<file path="src/rtl/irda_pkg.sv">
package irda_pkg;
   typedef enum logic [1:0] {
      ENC_IDLE  = 2'd0,
      ENC_ARM   = 2'd1,
      ENC_PULSE = 2'd2
   } enc_state_e;
endpackage

</file>
<file path="src/rtl/irda_sir_enc.sv">
module irda_sir_enc #(
   parameter int PH_W        = 4,
   parameter int PULSE_TICKS = 3,
   parameter int PULSE_START = 7
) (
   input  logic clk,
   input  logic rst_n,
   input  logic run_i,
   input  logic tick_i,
   input  logic lp_tick_i,
   input  logic lp_mode_i,
   input  logic txd_i,
   output logic pulse_o
);
   import irda_pkg::*;

   localparam int W_W = $clog2(PULSE_TICKS + 1);

   enc_state_e      st;
   logic [PH_W-1:0] ph;
   logic [PH_W-1:0] cur_ph;
   logic [W_W-1:0]  w;
   logic            txd_q;
   logic            fire;
   logic            step;

   // a sampled change on the line restarts the bit cell at phase 0
   always_comb begin
      cur_ph = (txd_i != txd_q) ? '0 : ph;
      fire   = tick_i && !txd_i && (cur_ph == PH_W'(PULSE_START));
      step   = lp_mode_i ? lp_tick_i : tick_i;
   end

   always_ff @(posedge clk or negedge rst_n) begin
      if (!rst_n) begin
         st      <= ENC_IDLE;
         ph      <= '0;
         txd_q   <= 1'b1;
         w       <= '0;
         pulse_o <= 1'b0;
      end else if (!run_i) begin
         st      <= ENC_IDLE;
         ph      <= '0;
         txd_q   <= 1'b1;
         w       <= '0;
         pulse_o <= 1'b0;
      end else begin
         if (tick_i) begin
            txd_q <= txd_i;
            ph    <= PH_W'(cur_ph + 1'b1);
         end
         case (st)
            ENC_IDLE: begin
               if (fire) begin
                  if (lp_mode_i) begin
                     st <= ENC_ARM;
                  end else begin
                     st      <= ENC_PULSE;
                     pulse_o <= 1'b1;
                     w       <= '0;
                  end
               end
            end
            ENC_ARM: begin
               if (lp_tick_i) begin
                  st      <= ENC_PULSE;
                  pulse_o <= 1'b1;
                  w       <= '0;
               end
            end
            ENC_PULSE: begin
               if (step) begin
                  if (w == W_W'(PULSE_TICKS - 1)) begin
                     st      <= ENC_IDLE;
                     pulse_o <= 1'b0;
                  end else begin
                     w <= W_W'(w + 1'b1);
                  end
               end
            end
            default: st <= ENC_IDLE;
         endcase
      end
   end


   norm_rise_chk: assert property (@(posedge clk) disable iff (!rst_n)
      ($rose(pulse_o) && !lp_mode_i) |-> ($past(tick_i) && !$past(txd_i)));


   lp_rise_chk: assert property (@(posedge clk) disable iff (!rst_n)
      ($rose(pulse_o) && lp_mode_i) |-> $past(lp_tick_i));
endmodule

</file>
<file path="src/rtl/irda_sir_dec.sv">
module irda_sir_dec #(
   parameter int PH_W        = 4,
   parameter int SYNC_STAGES = 2
) (
   input  logic clk,
   input  logic rst_n,
   input  logic run_i,
   input  logic tick_i,
   input  logic din_i,
   output logic rxd_o
);
   localparam int CELL   = 2 ** PH_W;
   localparam int HOLD_W = PH_W + 1;

   logic [SYNC_STAGES-1:0] sr;
   logic                   s;
   logic                   s_q;
   logic                   chk;
   logic [HOLD_W-1:0]      hold;

   for (genvar g = 0; g < SYNC_STAGES; g++) begin : g_sync
      if (g == 0) begin : g_first
         always_ff @(posedge clk or negedge rst_n) begin
            if (!rst_n) sr[g] <= 1'b1;
            else        sr[g] <= din_i;
         end
      end else begin : g_rest
         always_ff @(posedge clk or negedge rst_n) begin
            if (!rst_n) sr[g] <= 1'b1;
            else        sr[g] <= sr[g-1];
         end
      end
   end

   assign s = sr[SYNC_STAGES-1];

   always_ff @(posedge clk or negedge rst_n) begin
      if (!rst_n) begin
         s_q  <= 1'b1;
         chk  <= 1'b0;
         hold <= '0;
      end else if (!run_i) begin
         s_q  <= 1'b1;
         chk  <= 1'b0;
         hold <= '0;
      end else begin
         s_q <= s;
         if (chk && s) begin
            chk <= 1'b0;
         end else if (chk && tick_i) begin
            chk  <= 1'b0;
            hold <= HOLD_W'(CELL);
         end else if (s_q && !s) begin
            chk <= 1'b1;
         end
         if (!(chk && !s && tick_i) && tick_i && hold != '0)
            hold <= HOLD_W'(hold - 1'b1);
      end
   end

   assign rxd_o = (hold == '0);


   rx_fall_chk: assert property (@(posedge clk) disable iff (!rst_n)
      $fell(rxd_o) |-> $past(tick_i));
endmodule

</file>
<file path="src/rtl/irda_route.sv">
module irda_route #(
   parameter int MDM_W = 4
) (
   input  logic             act_i,
   input  logic             sir_en_i,
   input  logic             lpbk_en_i,
   input  logic             test_ovr_i,
   input  logic             uart_txd_i,
   input  logic             rxd_pin_i,
   input  logic             ir_rx_i,
   input  logic             ir_pulse_i,
   input  logic             dec_rxd_i,
   input  logic [MDM_W-1:0] mdm_ctl_i,
   input  logic [MDM_W-1:0] mdm_pin_i,
   output logic             sir_run_o,
   output logic             dec_in_o,
   output logic             txd_pin_o,
   output logic             uart_rxd_o,
   output logic [MDM_W-1:0] mdm_sts_o
);
   logic ir_loop;
   logic txd_loop;

   always_comb begin
      sir_run_o = act_i && sir_en_i;
      ir_loop   = act_i && lpbk_en_i && sir_en_i && test_ovr_i;
      txd_loop  = act_i && lpbk_en_i && !test_ovr_i;
      dec_in_o  = ir_loop ? !ir_pulse_i : ir_rx_i;
      txd_pin_o = (act_i && !sir_en_i && !lpbk_en_i) ? uart_txd_i : 1'b1;

      if (!act_i)        uart_rxd_o = 1'b1;
      else if (txd_loop) uart_rxd_o = uart_txd_i;
      else if (sir_en_i) uart_rxd_o = dec_rxd_i;
      else               uart_rxd_o = rxd_pin_i;

      if (act_i && lpbk_en_i)     mdm_sts_o = mdm_ctl_i;
      else if (act_i && sir_en_i) mdm_sts_o = '0;
      else                        mdm_sts_o = mdm_pin_i;
   end
endmodule

</file>
<file path="src/rtl/irda_sir_codec.sv">
module irda_sir_codec #(
   parameter int PH_W        = 4,
   parameter int PULSE_TICKS = 3,
   parameter int PULSE_START = 7,
   parameter int SYNC_STAGES = 2,
   parameter int MDM_W       = 4
) (
   input  logic             clk,
   input  logic             rst_n,
   input  logic             uart_en_i,
   input  logic             char_active_i,
   input  logic             sir_en_i,
   input  logic             lp_mode_i,
   input  logic             lpbk_en_i,
   input  logic             test_ovr_i,
   input  logic             baud16_tick_i,
   input  logic             lp16_tick_i,
   input  logic             uart_txd_i,
   output logic             uart_rxd_o,
   output logic             txd_pin_o,
   input  logic             rxd_pin_i,
   output logic             ir_drive_o,
   input  logic             ir_rx_i,
   input  logic [MDM_W-1:0] mdm_ctl_i,
   input  logic [MDM_W-1:0] mdm_sts_pin_i,
   output logic [MDM_W-1:0] mdm_sts_o
);
   if (PULSE_START + PULSE_TICKS > 2 ** PH_W) begin : g_bad_pulse
      $error("pulse does not fit in one bit cell");
   end
   if (SYNC_STAGES < 2) begin : g_bad_sync
      $error("synchroniser needs at least two stages");
   end
   if (MDM_W < 1) begin : g_bad_mdm
      $error("modem group must be at least one bit wide");
   end

   logic en_q;
   logic sir_run;
   logic dec_in;
   logic dec_rxd;

   // the active state drains the character in flight before dropping
   always_ff @(posedge clk or negedge rst_n) begin
      if (!rst_n)         en_q <= 1'b0;
      else if (uart_en_i) en_q <= 1'b1;
      else                en_q <= en_q && char_active_i;
   end

   irda_route #(.MDM_W(MDM_W)) u_route (
      .act_i      (en_q),
      .sir_en_i   (sir_en_i),
      .lpbk_en_i  (lpbk_en_i),
      .test_ovr_i (test_ovr_i),
      .uart_txd_i (uart_txd_i),
      .rxd_pin_i  (rxd_pin_i),
      .ir_rx_i    (ir_rx_i),
      .ir_pulse_i (ir_drive_o),
      .dec_rxd_i  (dec_rxd),
      .mdm_ctl_i  (mdm_ctl_i),
      .mdm_pin_i  (mdm_sts_pin_i),
      .sir_run_o  (sir_run),
      .dec_in_o   (dec_in),
      .txd_pin_o  (txd_pin_o),
      .uart_rxd_o (uart_rxd_o),
      .mdm_sts_o  (mdm_sts_o)
   );

   irda_sir_enc #(
      .PH_W        (PH_W),
      .PULSE_TICKS (PULSE_TICKS),
      .PULSE_START (PULSE_START)
   ) u_enc (
      .clk       (clk),
      .rst_n     (rst_n),
      .run_i     (sir_run),
      .tick_i    (baud16_tick_i),
      .lp_tick_i (lp16_tick_i),
      .lp_mode_i (lp_mode_i),
      .txd_i     (uart_txd_i),
      .pulse_o   (ir_drive_o)
   );

   irda_sir_dec #(
      .PH_W        (PH_W),
      .SYNC_STAGES (SYNC_STAGES)
   ) u_dec (
      .clk    (clk),
      .rst_n  (rst_n),
      .run_i  (sir_run),
      .tick_i (baud16_tick_i),
      .din_i  (dec_in),
      .rxd_o  (dec_rxd)
   );


   mark_chk: assert property (@(posedge clk) disable iff (!rst_n)
      ir_drive_o |-> txd_pin_o);


   drain_chk: assert property (@(posedge clk) disable iff (!rst_n)
      (en_q && !uart_en_i && char_active_i) |=> (txd_pin_o == (sir_en_i || lpbk_en_i || uart_txd_i)));
endmodule

</file>
<file path="config.mk">
export PLATFORM = sky130hd
export DESIGN_NAME = irda_sir_codec
export DESIGN_NICKNAME = d
export VERILOG_FILES = /design/src/rtl/irda_pkg.sv /design/src/rtl/irda_sir_enc.sv /design/src/rtl/irda_sir_dec.sv /design/src/rtl/irda_route.sv /design/src/rtl/irda_sir_codec.sv
export SDC_FILE = /design/constraint.sdc
export NUM_CORES = 1
export LEC_CHECK = 0
export ABC_AREA = 1
export BUFFER_PORTS_ARGS = -buffer_cell sky130_fd_sc_hd__buf_2
export CAP_MARGIN = 10
export CORE_ASPECT_RATIO = 1.1
export CORE_UTILIZATION = 35
export CTS_BUF_LIST = sky130_fd_sc_hd__clkbuf_4 sky130_fd_sc_hd__clkbuf_8
export CTS_CLUSTER_SIZE = 24
export DETAILED_ROUTE_END_ITERATION = 8
export HOLD_SLACK_MARGIN = 0.1
export MAX_ROUTING_LAYER = met4
export PLACE_DENSITY = 0.56
export SYNTH_ARGS = -nofsm -noshare
export SYNTH_HDL_FRONTEND = slang
export SYNTH_SLANG_ARGS = --single-unit
</file>
<file path="constraint.sdc">
create_clock -name clk -period 2.9 [get_ports clk]
set_clock_uncertainty 0.1 [all_clocks]
set_input_delay 0.29 -clock clk [delete_from_list [all_inputs] [get_ports clk]]
set_output_delay 0.29 -clock clk [all_outputs]
set_load 0.05 [all_outputs]
</file>
==> out/qor.txt <==
Outcome = completed
Die area = 0.00382 mm2
Smallest hold slack = 178 ps
Synthesized Nets = 186
Via density per instance = 4.77
Total core area = 0.00339 mm2
Largest net degree at the start of global routing = 21
Initial Utilization = 0.370
Register-to-register setup slack = 1030 ps
Slew Limit Headroom = 0.690
Crit Path Class = flop to primary output
CTS tree = done
Final antenna-violating net count = 0
Post-Place Cell Area = 0.00144 mm2
# port buffers = 27
Die X = 59.0 um
TritonCTS buffer count = 3
Overall power = 0.824 mW
Register area share after synthesis = 0.404
H-tree Lvls = 1
Seq pwr share = 0.405
Mean area per synthesized cell = 7.73 um2
Post-CTS Hold Fix Bufs = 4
WL final = 2.60 mm
Synth unique cells = 32
Cts repair resizes = 0
Worst Hold Class = primary input to flop
Grt ovf = 0
CP startpoint kind = flop
Setup-failing EPs final = 0
Via count = 1163
Final instance area = 0.00153 mm2
Initial antenna violation count = 0
Crit path arrival time = 1790 ps
Top cell type's share of synthesized area = 0.320
Sw Pwr = 0.289 mW
Most numerous cell in the Yosys netlist = nand2_1
Setup repair bufs after CTS = 0
DR iter-0 viols = 56
Routability Congestion = 0.796
Detailed Routing Iterations Pass 1 = 4
GRT Util Overall = 0.162
Die Y-Extent = 64.7 um
Clk root buf = clkbuf_4
Std-Cell Rows = 22
Antenna Cells = 0
Synth top cells by count = nand2_1 (44), inv_1 (22), dfrtp_1 (16)
RSZ-0062 raised after global routing = no
Fmax = 0.459 GHz
First-pass GRT wire length = 4.64 mm
CP max FO = 4
Max VDD drop = 0.000216 V
Cells after DPL = 236
Post-synth top area cell = dfrtp_1
Area delta synth->final = 22.1%
Final hold vios = 0
Setup TNS = 0 ps
Syn Inst Count = 162
Layout cells sized above 1 = 0.281
Max-cap violations = 0
Final non-filler cell total = 244
Synthesized area = 0.00125 mm2
Max-slew violations = 0
Worst Max-Slew Pin Slew = 465 ps
Nets = 221
Routed wire per std cell = 10.7 um
Vias in the first global route = 1107
I/O pin total = 28
CTS max path bufs = 2
Fin crit period = 2180 ps
Post-synth EDFFs = 0
WP data required = 2510 ps
Clock Power Share = 0.281
Clock-pin slew on the worst setup and hold paths = 120 ps
Pwr/cell area = 539 mW/mm2
Setup crit end kind = primary output
Sw frac = 0.350
DRC = 0
Static leakage = 0.796 nW
Leading post-synthesis cells by cell area = dfrtp_1 (32%), nand2_1 (13%), dfstp_2 (8.4%)
Fin crit share = 0.751
Logic pwr share = 0.313
Yosys Warn Count = 0
Final HPWL DP = 2.00 mm
Int Pwr = 0.536 mW
#FFs+latches synth = 20
Synth Flop Type = dfrtp_1
Latest clock arrival within the worst-skew pair = 310 ps
# clock sinks = 20
Ys async rst share = 1.00
==> stage by stage <==
step / util / worst slack, ps
floorplan: - / 1150
global placement: 0.424 / 1080
detailed placement: 0.424 / 1050
CTS: 0.452 / 705
global route: 0.452 / 537
finish: 0.452 / 722
==> power by group through the flow <==
stage / Clock [mW] / Sequential, mW / Combinational, mW
after floorplan: 0 / 0.350 / 0.180
after global placement: 0 / 0.340 / 0.252
after detailed placement: 0 / 0.340 / 0.255
after CTS: 0.242 / 0.335 / 0.261
final: 0.232 / 0.334 / 0.258
after global routing: 0.255 / 0.338 / 0.293
==> cells in the final DEF, fill, tap and decap left out, types with 5 or more instances in the layout <==
master    n
inv_1    22
a21oi_1   5
buf_2    27
nand2_1  44
nor2_1   10
dfrtp_1  16
inv_2     5
nand3_1  14
nand2_2   5
==> kinds of logic after synthesis <==
kind of cell             synth area share
buffers and inverters              0.0899
AND/OR/NAND/NOR                     0.326
flip-flops                          0.404
XOR/XNOR                           0.0140
adder cells (fa/ha/maj)            0.0300
AO/OA/AOI/OAI                       0.137
==> per-layer routing <==
layer / track usage / up-vias / part of all wire
li1: - / 599 / -
met1: 0.206 / 545 / 0.48
met2: 0.261 / 17 / 0.49
met3: 0.0180 / 2 / 0.026
met4: 0.0625 / 0 / 0.0046
met5: - / - / 0
==> cell type report <==
type | count | area [um2]
multi-input combinational | 114 | 634
fill | 348 | 1860
tap | 48 | 60.1
inverter | 27 | 101
clock inverter | 1 | 30.0
sequential | 20 | 505
timing repair buffer | 31 | 175
clock buffer | 3 | 22.5
==> final timing paths <==
| path | startpoint | end | cells after the start |
|---|---|---|---|
| hold reg to reg | u_dec.sr[0] | u_dec.s | 0 |
| max in group asynchronous | rst_n | u_enc.txd_q | 2 |
| setup / recovery | u_dec.hold[0] | uart_rxd_o | 9 |
| hold / removal | baud16_tick_i | u_dec.chk | 2 |
| setup reg to reg | u_enc.txd_q | u_enc.st[1] | 10 |
| min in group asynchronous | rst_n | u_dec.hold[1] | 2 |
==> critical path: stages, from the launching register on <==
cell      delay, ps
dfrtp_1         390
inv_1           100
ha_1            200
nand2_1          70
nor2_1          110
nand2_1         100
nand2_1          70
o221ai_1        100
nand3_1          90
buf_2           260
==> flip-flops by register name, indices dropped and copies added (netlist names) <==
name,count
u_enc.txd_q,1
u_enc.pulse_o,1
u_dec.s,1
u_dec.hold,5
en_q,1
u_dec.s_q,1
u_enc.w,2
u_enc.st,2
u_enc.ph,4
u_dec.sr,1
u_dec.chk,1
Note: power is estimated with default switching activity, not from simulation.
